**src/rtl/trig_pkg.sv**
```systemverilog
package trig_pkg;

    localparam int NUM_TRIG  = 10;
    localparam int NUM_PAIR  = NUM_TRIG / 2;
    localparam int NUM_FETCH = 4;
    localparam int NUM_MEM   = NUM_TRIG - NUM_FETCH;
    localparam int FIDX_W    = $clog2(NUM_FETCH);
    localparam int MIDX_W    = $clog2(NUM_MEM);

    typedef enum logic [1:0] {
        MATCH_EQ    = 2'd0,
        MATCH_NAPOT = 2'd1,
        MATCH_GE    = 2'd2,
        MATCH_LT    = 2'd3
    } match_e;

    typedef enum logic [1:0] {
        SRC_FETCH = 2'd0,
        SRC_LOAD  = 2'd1,
        SRC_STORE = 2'd2
    } src_e;

    typedef struct packed {
        logic   en;
        match_e mtype;
        logic   sel;
        logic   timing;
        logic   action;
        logic   chain;
    } trig_ctrl_t;

    // Observation channel watched by each global trigger number
    function automatic src_e trig_src(input int t);
        case (t)
            0, 1, 6, 8: return SRC_FETCH;
            4, 5, 9:    return SRC_LOAD;
            default:    return SRC_STORE;
        endcase
    endfunction

    // Fetch-side index -> global trigger number
    function automatic int fetch_slot(input int k);
        case (k)
            0:       return 0;
            1:       return 1;
            2:       return 6;
            default: return 8;
        endcase
    endfunction

    // Memory-side index -> global trigger number
    function automatic int mem_slot(input int k);
        case (k)
            0:       return 2;
            1:       return 3;
            2:       return 4;
            3:       return 5;
            4:       return 7;
            default: return 9;
        endcase
    endfunction

endpackage

```
**src/rtl/trig_cmp.sv**
```systemverilog
module trig_cmp #(
    parameter int W = 64
) (
    input  trig_pkg::match_e mtype_i,
    input  logic [W-1:0]     ref_i,
    input  logic [W-1:0]     obs_i,
    output logic             match_o
);
    import trig_pkg::*;

    // Ones over the trailing-one run of the reference plus the first zero
    logic [W-1:0] span;
    assign span = ref_i ^ (ref_i + W'(1));

    always_comb begin
        case (mtype_i)
            MATCH_EQ:    match_o = (obs_i == ref_i);
            MATCH_NAPOT: match_o = (((obs_i ^ ref_i) & ~span) == '0);
            MATCH_GE:    match_o = (obs_i >= ref_i);
            default:     match_o = (obs_i < ref_i);
        endcase
    end
endmodule

```
**src/rtl/trig_pair.sv**
```systemverilog
module trig_pair #(
    parameter bit SAME_STORE = 1'b0
) (
    input  logic       match_lo_i,
    input  logic       match_hi_i,
    input  logic       en_lo_i,
    input  logic       en_hi_i,
    input  logic       timing_lo_i,
    input  logic       timing_hi_i,
    input  logic       chain_i,
    output logic [1:0] hit_o
);
    logic arm_lo;
    logic arm_hi;
    logic joint;

    assign arm_lo = match_lo_i & en_lo_i;
    assign arm_hi = match_hi_i & en_hi_i;

    generate
        if (SAME_STORE) begin : g_forbid
            assign joint = 1'b0;
        end else begin : g_allow
            assign joint = arm_lo & arm_hi & (timing_lo_i == timing_hi_i);
        end
    endgenerate

    always_comb begin
        if (chain_i) hit_o = {2{joint}};
        else         hit_o = {arm_hi, arm_lo};
    end
endmodule

```
**src/rtl/trig_bank.sv**
```systemverilog
module trig_bank #(
    parameter int XLEN = 64
) (
    input  logic            clk,
    input  logic            rst_n,
    input  logic            cfg_wr_valid_i,
    input  logic            cfg_wr_mem_i,
    input  logic [2:0]      cfg_wr_idx_i,
    input  logic            cfg_wr_en_i,
    input  logic [1:0]      cfg_wr_mtype_i,
    input  logic            cfg_wr_sel_i,
    input  logic            cfg_wr_timing_i,
    input  logic            cfg_wr_action_i,
    input  logic            cfg_wr_chain_i,
    input  logic [XLEN-1:0] cfg_wr_value_i,
    input  logic            fetch_valid_i,
    input  logic [XLEN-1:0] fetch_pc_i,
    input  logic            load_valid_i,
    input  logic [XLEN-1:0] load_addr_i,
    input  logic            store_valid_i,
    input  logic [XLEN-1:0] store_addr_i,
    input  logic [XLEN-1:0] store_data_i,
    output logic [3:0]      fetch_hit_o,
    output logic [5:0]      mem_hit_o,
    output logic            any_hit_o,
    output logic            hit_timing_o,
    output logic            hit_action_o
);
    import trig_pkg::*;

    localparam int NT = NUM_TRIG;
    localparam int NP = NUM_PAIR;

    typedef struct packed {
        trig_ctrl_t [NT-1:0]           ctrl;
        logic       [NT-1:0][XLEN-1:0] value;
        logic       [NT-1:0]           hit;
        logic                          timing;
        logic                          action;
    } state_t;

    state_t state_d, state_q;

    logic [NT-1:0] qual_match;
    logic [NT-1:0] pair_hit;
    logic [NT-1:0] wr_sel;
    trig_ctrl_t    wr_ctrl;
    logic          all_late;
    logic          act_or;

    // Per-trigger observation select and comparison
    for (genvar g = 0; g < NT; g++) begin : g_trig
        localparam src_e SRC = trig_src(g);
        logic [XLEN-1:0] obs;
        logic            gate;
        logic            cmp_hit;

        if (SRC == SRC_FETCH) begin : g_fetch
            assign obs  = fetch_pc_i;
            assign gate = fetch_valid_i & ~state_q.ctrl[g].sel;
        end else if (SRC == SRC_LOAD) begin : g_load
            assign obs  = load_addr_i;
            assign gate = load_valid_i & ~state_q.ctrl[g].sel;
        end else begin : g_store
            assign obs  = state_q.ctrl[g].sel ? store_data_i : store_addr_i;
            assign gate = store_valid_i;
        end

        trig_cmp #(.W(XLEN)) u_cmp (
            .mtype_i (state_q.ctrl[g].mtype),
            .ref_i   (state_q.value[g]),
            .obs_i   (obs),
            .match_o (cmp_hit)
        );

        assign qual_match[g] = gate & cmp_hit;
    end

    // Pairwise chaining
    for (genvar p = 0; p < NP; p++) begin : g_pair
        localparam bit SS = (trig_src(2*p) == SRC_STORE) && (trig_src(2*p+1) == SRC_STORE);
        trig_pair #(.SAME_STORE(SS)) u_pair (
            .match_lo_i  (qual_match[2*p]),
            .match_hi_i  (qual_match[2*p+1]),
            .en_lo_i     (state_q.ctrl[2*p].en),
            .en_hi_i     (state_q.ctrl[2*p+1].en),
            .timing_lo_i (state_q.ctrl[2*p].timing),
            .timing_hi_i (state_q.ctrl[2*p+1].timing),
            .chain_i     (state_q.ctrl[2*p].chain),
            .hit_o       (pair_hit[2*p+1:2*p])
        );
    end

    // Write decode: side-local index to global trigger number
    always_comb begin
        wr_sel = '0;
        if (cfg_wr_valid_i) begin
            if (cfg_wr_mem_i) begin
                for (int k = 0; k < NUM_MEM; k++)
                    if (cfg_wr_idx_i == 3'(k)) wr_sel[mem_slot(k)] = 1'b1;
            end else begin
                for (int k = 0; k < NUM_FETCH; k++)
                    if (cfg_wr_idx_i[FIDX_W-1:0] == FIDX_W'(k)) wr_sel[fetch_slot(k)] = 1'b1;
            end
        end
    end

    always_comb begin
        wr_ctrl.en     = cfg_wr_en_i;
        wr_ctrl.mtype  = match_e'(cfg_wr_mtype_i);
        wr_ctrl.sel    = cfg_wr_sel_i;
        wr_ctrl.timing = cfg_wr_timing_i;
        wr_ctrl.action = cfg_wr_action_i;
        wr_ctrl.chain  = cfg_wr_chain_i;
    end

    // Next-state computation
    always_comb begin
        state_d  = state_q;
        all_late = 1'b1;
        act_or   = 1'b0;
        for (int t = 0; t < NT; t++) begin
            if (wr_sel[t]) begin
                state_d.ctrl[t]  = wr_ctrl;
                state_d.value[t] = cfg_wr_value_i;
            end
            if (pair_hit[t]) begin
                if (!state_q.ctrl[t].timing) all_late = 1'b0;
                act_or = act_or | state_q.ctrl[t].action;
            end
        end
        state_d.hit    = pair_hit;
        state_d.timing = (|pair_hit) & all_late;
        state_d.action = act_or;
    end

    always_ff @(posedge clk or negedge rst_n) begin
        if (!rst_n) state_q <= '0;
        else        state_q <= state_d;
    end

    // Output mapping back to side-local order
    for (genvar k = 0; k < NUM_FETCH; k++) begin : g_fout
        assign fetch_hit_o[k] = state_q.hit[fetch_slot(k)];
    end
    for (genvar k = 0; k < NUM_MEM; k++) begin : g_mout
        assign mem_hit_o[k] = state_q.hit[mem_slot(k)];
    end

    assign any_hit_o    = |state_q.hit;
    assign hit_timing_o = state_q.timing;
    assign hit_action_o = state_q.action;

endmodule

```
**config.mk**
```make
export PLATFORM = sky130hd
export DESIGN_NAME = trig_bank
export DESIGN_NICKNAME = d
export VERILOG_FILES = /design/src/rtl/trig_pkg.sv /design/src/rtl/trig_cmp.sv /design/src/rtl/trig_pair.sv /design/src/rtl/trig_bank.sv
export SDC_FILE = /design/constraint.sdc
export NUM_CORES = 2
export LEC_CHECK = 0
export ABC_AREA = 0
export ABC_CLOCK_PERIOD_IN_PS = 4040
export CORE_MARGIN = 2
export CORE_UTILIZATION = 30
export CTS_CLUSTER_DIAMETER = 200
export CTS_CLUSTER_SIZE = 14
export DETAILED_ROUTE_END_ITERATION = 8
export DONT_BUFFER_PORTS = 1
export PLACE_DENSITY = 0.5
export RECOVER_POWER = 25
export SLEW_MARGIN = 20
export SYNTH_ARGS = -nofsm -noshare
export SYNTH_HDL_FRONTEND = slang
export SYNTH_SLANG_ARGS = --single-unit
```
**constraint.sdc**
```tcl
create_clock -name clk -period 4.04 [get_ports clk]
set_input_delay 1.212 -clock clk [delete_from_list [all_inputs] [get_ports clk]]
set_output_delay 1.212 -clock clk [all_outputs]
set_load 0.01 [all_outputs]
```
==> results.yml <==
status:
  status: "finished with violations"
  violations: "capacitance limit, slew limit, setup timing"
logic_synthesis:
  syn_area_um2: 55960
  synth_cell_type_count: 94
  synth.most_common_cell: "dfrtp_1"
  synth_async_sr_flop_share_pct: 100.0
  synthTopCellsByCount: "dfrtp_1 (717), nand2_1 (713), inv_1 (706)"
  synthesis.instances: 6497
  synth_top_cell_area_share_pct: 32.06
  synth_edf_count: 0
  synth_warnings: 0
  syn_area_per_cell_um2: 8.613
  yosys-top-cells-area: "dfrtp_1 (32%), ha_1 (16%), mux2_2 (9.0%)"
  synth_top_area_cell: "dfrtp_1"
  seq_area_frac_synth_pct: 32.06
  synth_flop_cell: "dfrtp_1"
  synth_seq_cells: 717
  synth_nets: 7529
cells_and_area:
  syn2layout_area_growth_pct: 23.38
  fin_area_um2: 69040
  nNetsFinal: 8429
  final_util_pct: 37.23
  fin_cells: 9911
  drive_gt1_share_pct: 23.74
die:
  die-area_um2: 190000
  core_um2: 185400
  die_w_um: 435.9
  die_h_um: 435.9
  rows: 158
  start_util_pct: 30.18
  pin_count: 350
power:
  p_leak_uw: 0.03074
  power.total_uw: 30960
  powerDensity_nw_per_um2: 448.4
  ir_drop_uv: 365.7
drt:
  vias: 56919
  drtAntennaViolNets: 0
  finalWirelength_mm: 296.0
  avgViaCountPerCell: 5.743
  wl_per_cell_um: 29.87
  drtIter0Drc: 6262
  drc: 0
  drt-pass1-iter-count: 6
clock_network:
  clockBufferDepth: 3
  cts_made_buffers: 57
  cts_hold_buf: 0
  cts_tree: "yes"
  clk_latency_ns: 0.76
  htreeDepth: 2
  cts.clk_slew.worst_paths_ns: 0.08
  cts_root_buffer: "clkbuf_16"
  cts_sinks: 717
global_route:
  grt_usage_pct: 30.11
  grt_pass1_vias: 53830
  gr-total-overflow: 0
  grt_first_pass_wirelength_mm: 411.0
  grt_max_degree: 718
  antenna_found_initial: 46
place:
  placed_area_um2: 66650
  placedCellCount: 9804
  globalplace.congestion: 1.010
  place.port_buffers: 0
  dpl.hpwl_mm: 230.3
sta:
  rsz0062_at_grt: "yes"
  period_share_pct: 106.5
  min_period_ns: 4.302
  slew_viol_final: 414
  max_slew_margin_pct: -36.92
  hold_viol_final: 0
  setup_viol_count_final: 3
  tns_ns: -0.5109
  tightest_slew_ns: 2.054
  fin_worst_skew_ns: 0.03464
  setup_ws_ns: -0.2618
  fmax_mhz: 232.5
hold_path:
  min_path_type: "in -> async"
critical_path:
  startpoint_type: "flip-flop"
  worst_setup_path_end_kind: "flip-flop"
  crit_required_ns: 4.69
  cp.arrival_ns: 4.95
  worstPathMaxFanout: 7
  path_class: "reg -> reg"
run:
  max-cap-violations: 3
## flip-flops by register name (all words and copies together), names as in the netlist
| signal | count |
|---|---|
| state_q | 705 |
| fetch_hit_o | 4 |
| hit_timing_o | 1 |
| mem_hit_o | 6 |
| hit_action_o | 1 |
## metrics by stage
stage / hold WS [ns] / worst slack, ns
2_1_floorplan: 0.4695 / -0.07661
3_3_place_gp: 0.4787 / -1.583
3_5_place_dp: 0.4871 / -1.560
4_1_cts: 0.1871 / -0.2338
5_1_grt: 0.1620 / -0.3877
6_report: 0.1766 / -0.2618
## layer usage
layer	part of all wire [%]	GRT usage [%]	up-vias	wire, um
met4	5.0	13.47	4	14840
met5	0.011	0	-	34
met3	8.2	4.650	425	24340
li1	-	-	25770	-
met2	43	45.82	2626	127700
met1	44	41.90	28094	129200
## cells by family after synthesis
logic type / share of synthesized area, %
DFF: 32.06
AOI/OAI and AO/OA: 17.32
buffers and inverters: 6.495
and+or+nand+nor: 19.26
xor gates and xnor gates: 0.2191
adders and majority gates: 15.54
muxes: 9.104
## cells in the final DEF, fill, tap and decap left out, types with 14 or more instances in the layout
cell type and instances:
a31o_2 16, ha_4 21, and2_1 40, and4_1 79, nor4_2 25, clkbuf_16 58
mux2_2 434, a31oi_1 171, o22ai_1 29, o21a_1 18, o21bai_1 23, mux2_4 14
a221oi_1 21, or4_1 32, or3_1 21, ha_1 674, o211ai_1 29, nand4_1 272
nand3_1 152, and3_1 59, o221ai_1 14, nand2_1 713, a21oi_1 386, buf_12 29
inv_1 704, a21o_1 57, a41o_1 18, a41oi_1 68, buf_4 1047, nor3_1 177
o2111ai_1 15, a22oi_1 19, nor4_1 154, a211oi_1 31, diode_2 29, o21ai_0 571
nor2_1 206, nand2b_1 19, dfrtp_1 714
## where the power goes
group	switching, uW	internal, uW
Clock	3120	2530
Combinational	7860	7100
Sequential	1570	8790
Total	12600	18400
## layout make-up
type | count | area (um^2)
clock buffer | 59 | 1434
fill | 19196 | 116400
sequential | 717 | 17950
antenna | 29 | 72.57
clock inverter | 5 | 76.32
timing repair buffer | 1086 | 8588
inverter | 706 | 2650
tap | 2480 | 3103
multi-input combinational | 4829 | 35170
## critical path, cell delays in order, from the launching register on
cell       delay [ns]
dfrtp_2          0.38
buf_12           0.16
buf_16           0.14
buf_12           0.13
mux2_2           0.37
ha_4             0.28
buf_4            0.12
a21o_1           0.28
o2111ai_1        0.17
or4_4            0.45
nor4_4           0.23
o2111ai_4        0.23
nor4b_2          0.33
a32o_2           0.33
o21ai_2          0.10
or3b_4           0.25
nor4_4           0.04
a211oi_2         0.20
## final timing paths
kind	start	end	slack, ns	cells past startpoint
worst max-delay path	state_q[704]	hit_timing_o	-0.26	17
worst min-delay path	rst_n	state_q[524]	0.18	0
worst max register to register	state_q[704]	hit_timing_o	-0.26	17
worst min register to register	state_q[679]	state_q[679]	0.50	1
max in group asynchronous	rst_n	state_q[485]	0.80	2
min in group clk	state_q[679]	state_q[679]	0.50	1
## timing repair
action                                  CTS  global route
pin swaps                                29            14
buffers inserted                          8             1
endpoints found under the setup margin    6             8
cloned                                    2             1
resized for setup                        61            46
(Power assumes the default switching activity.)
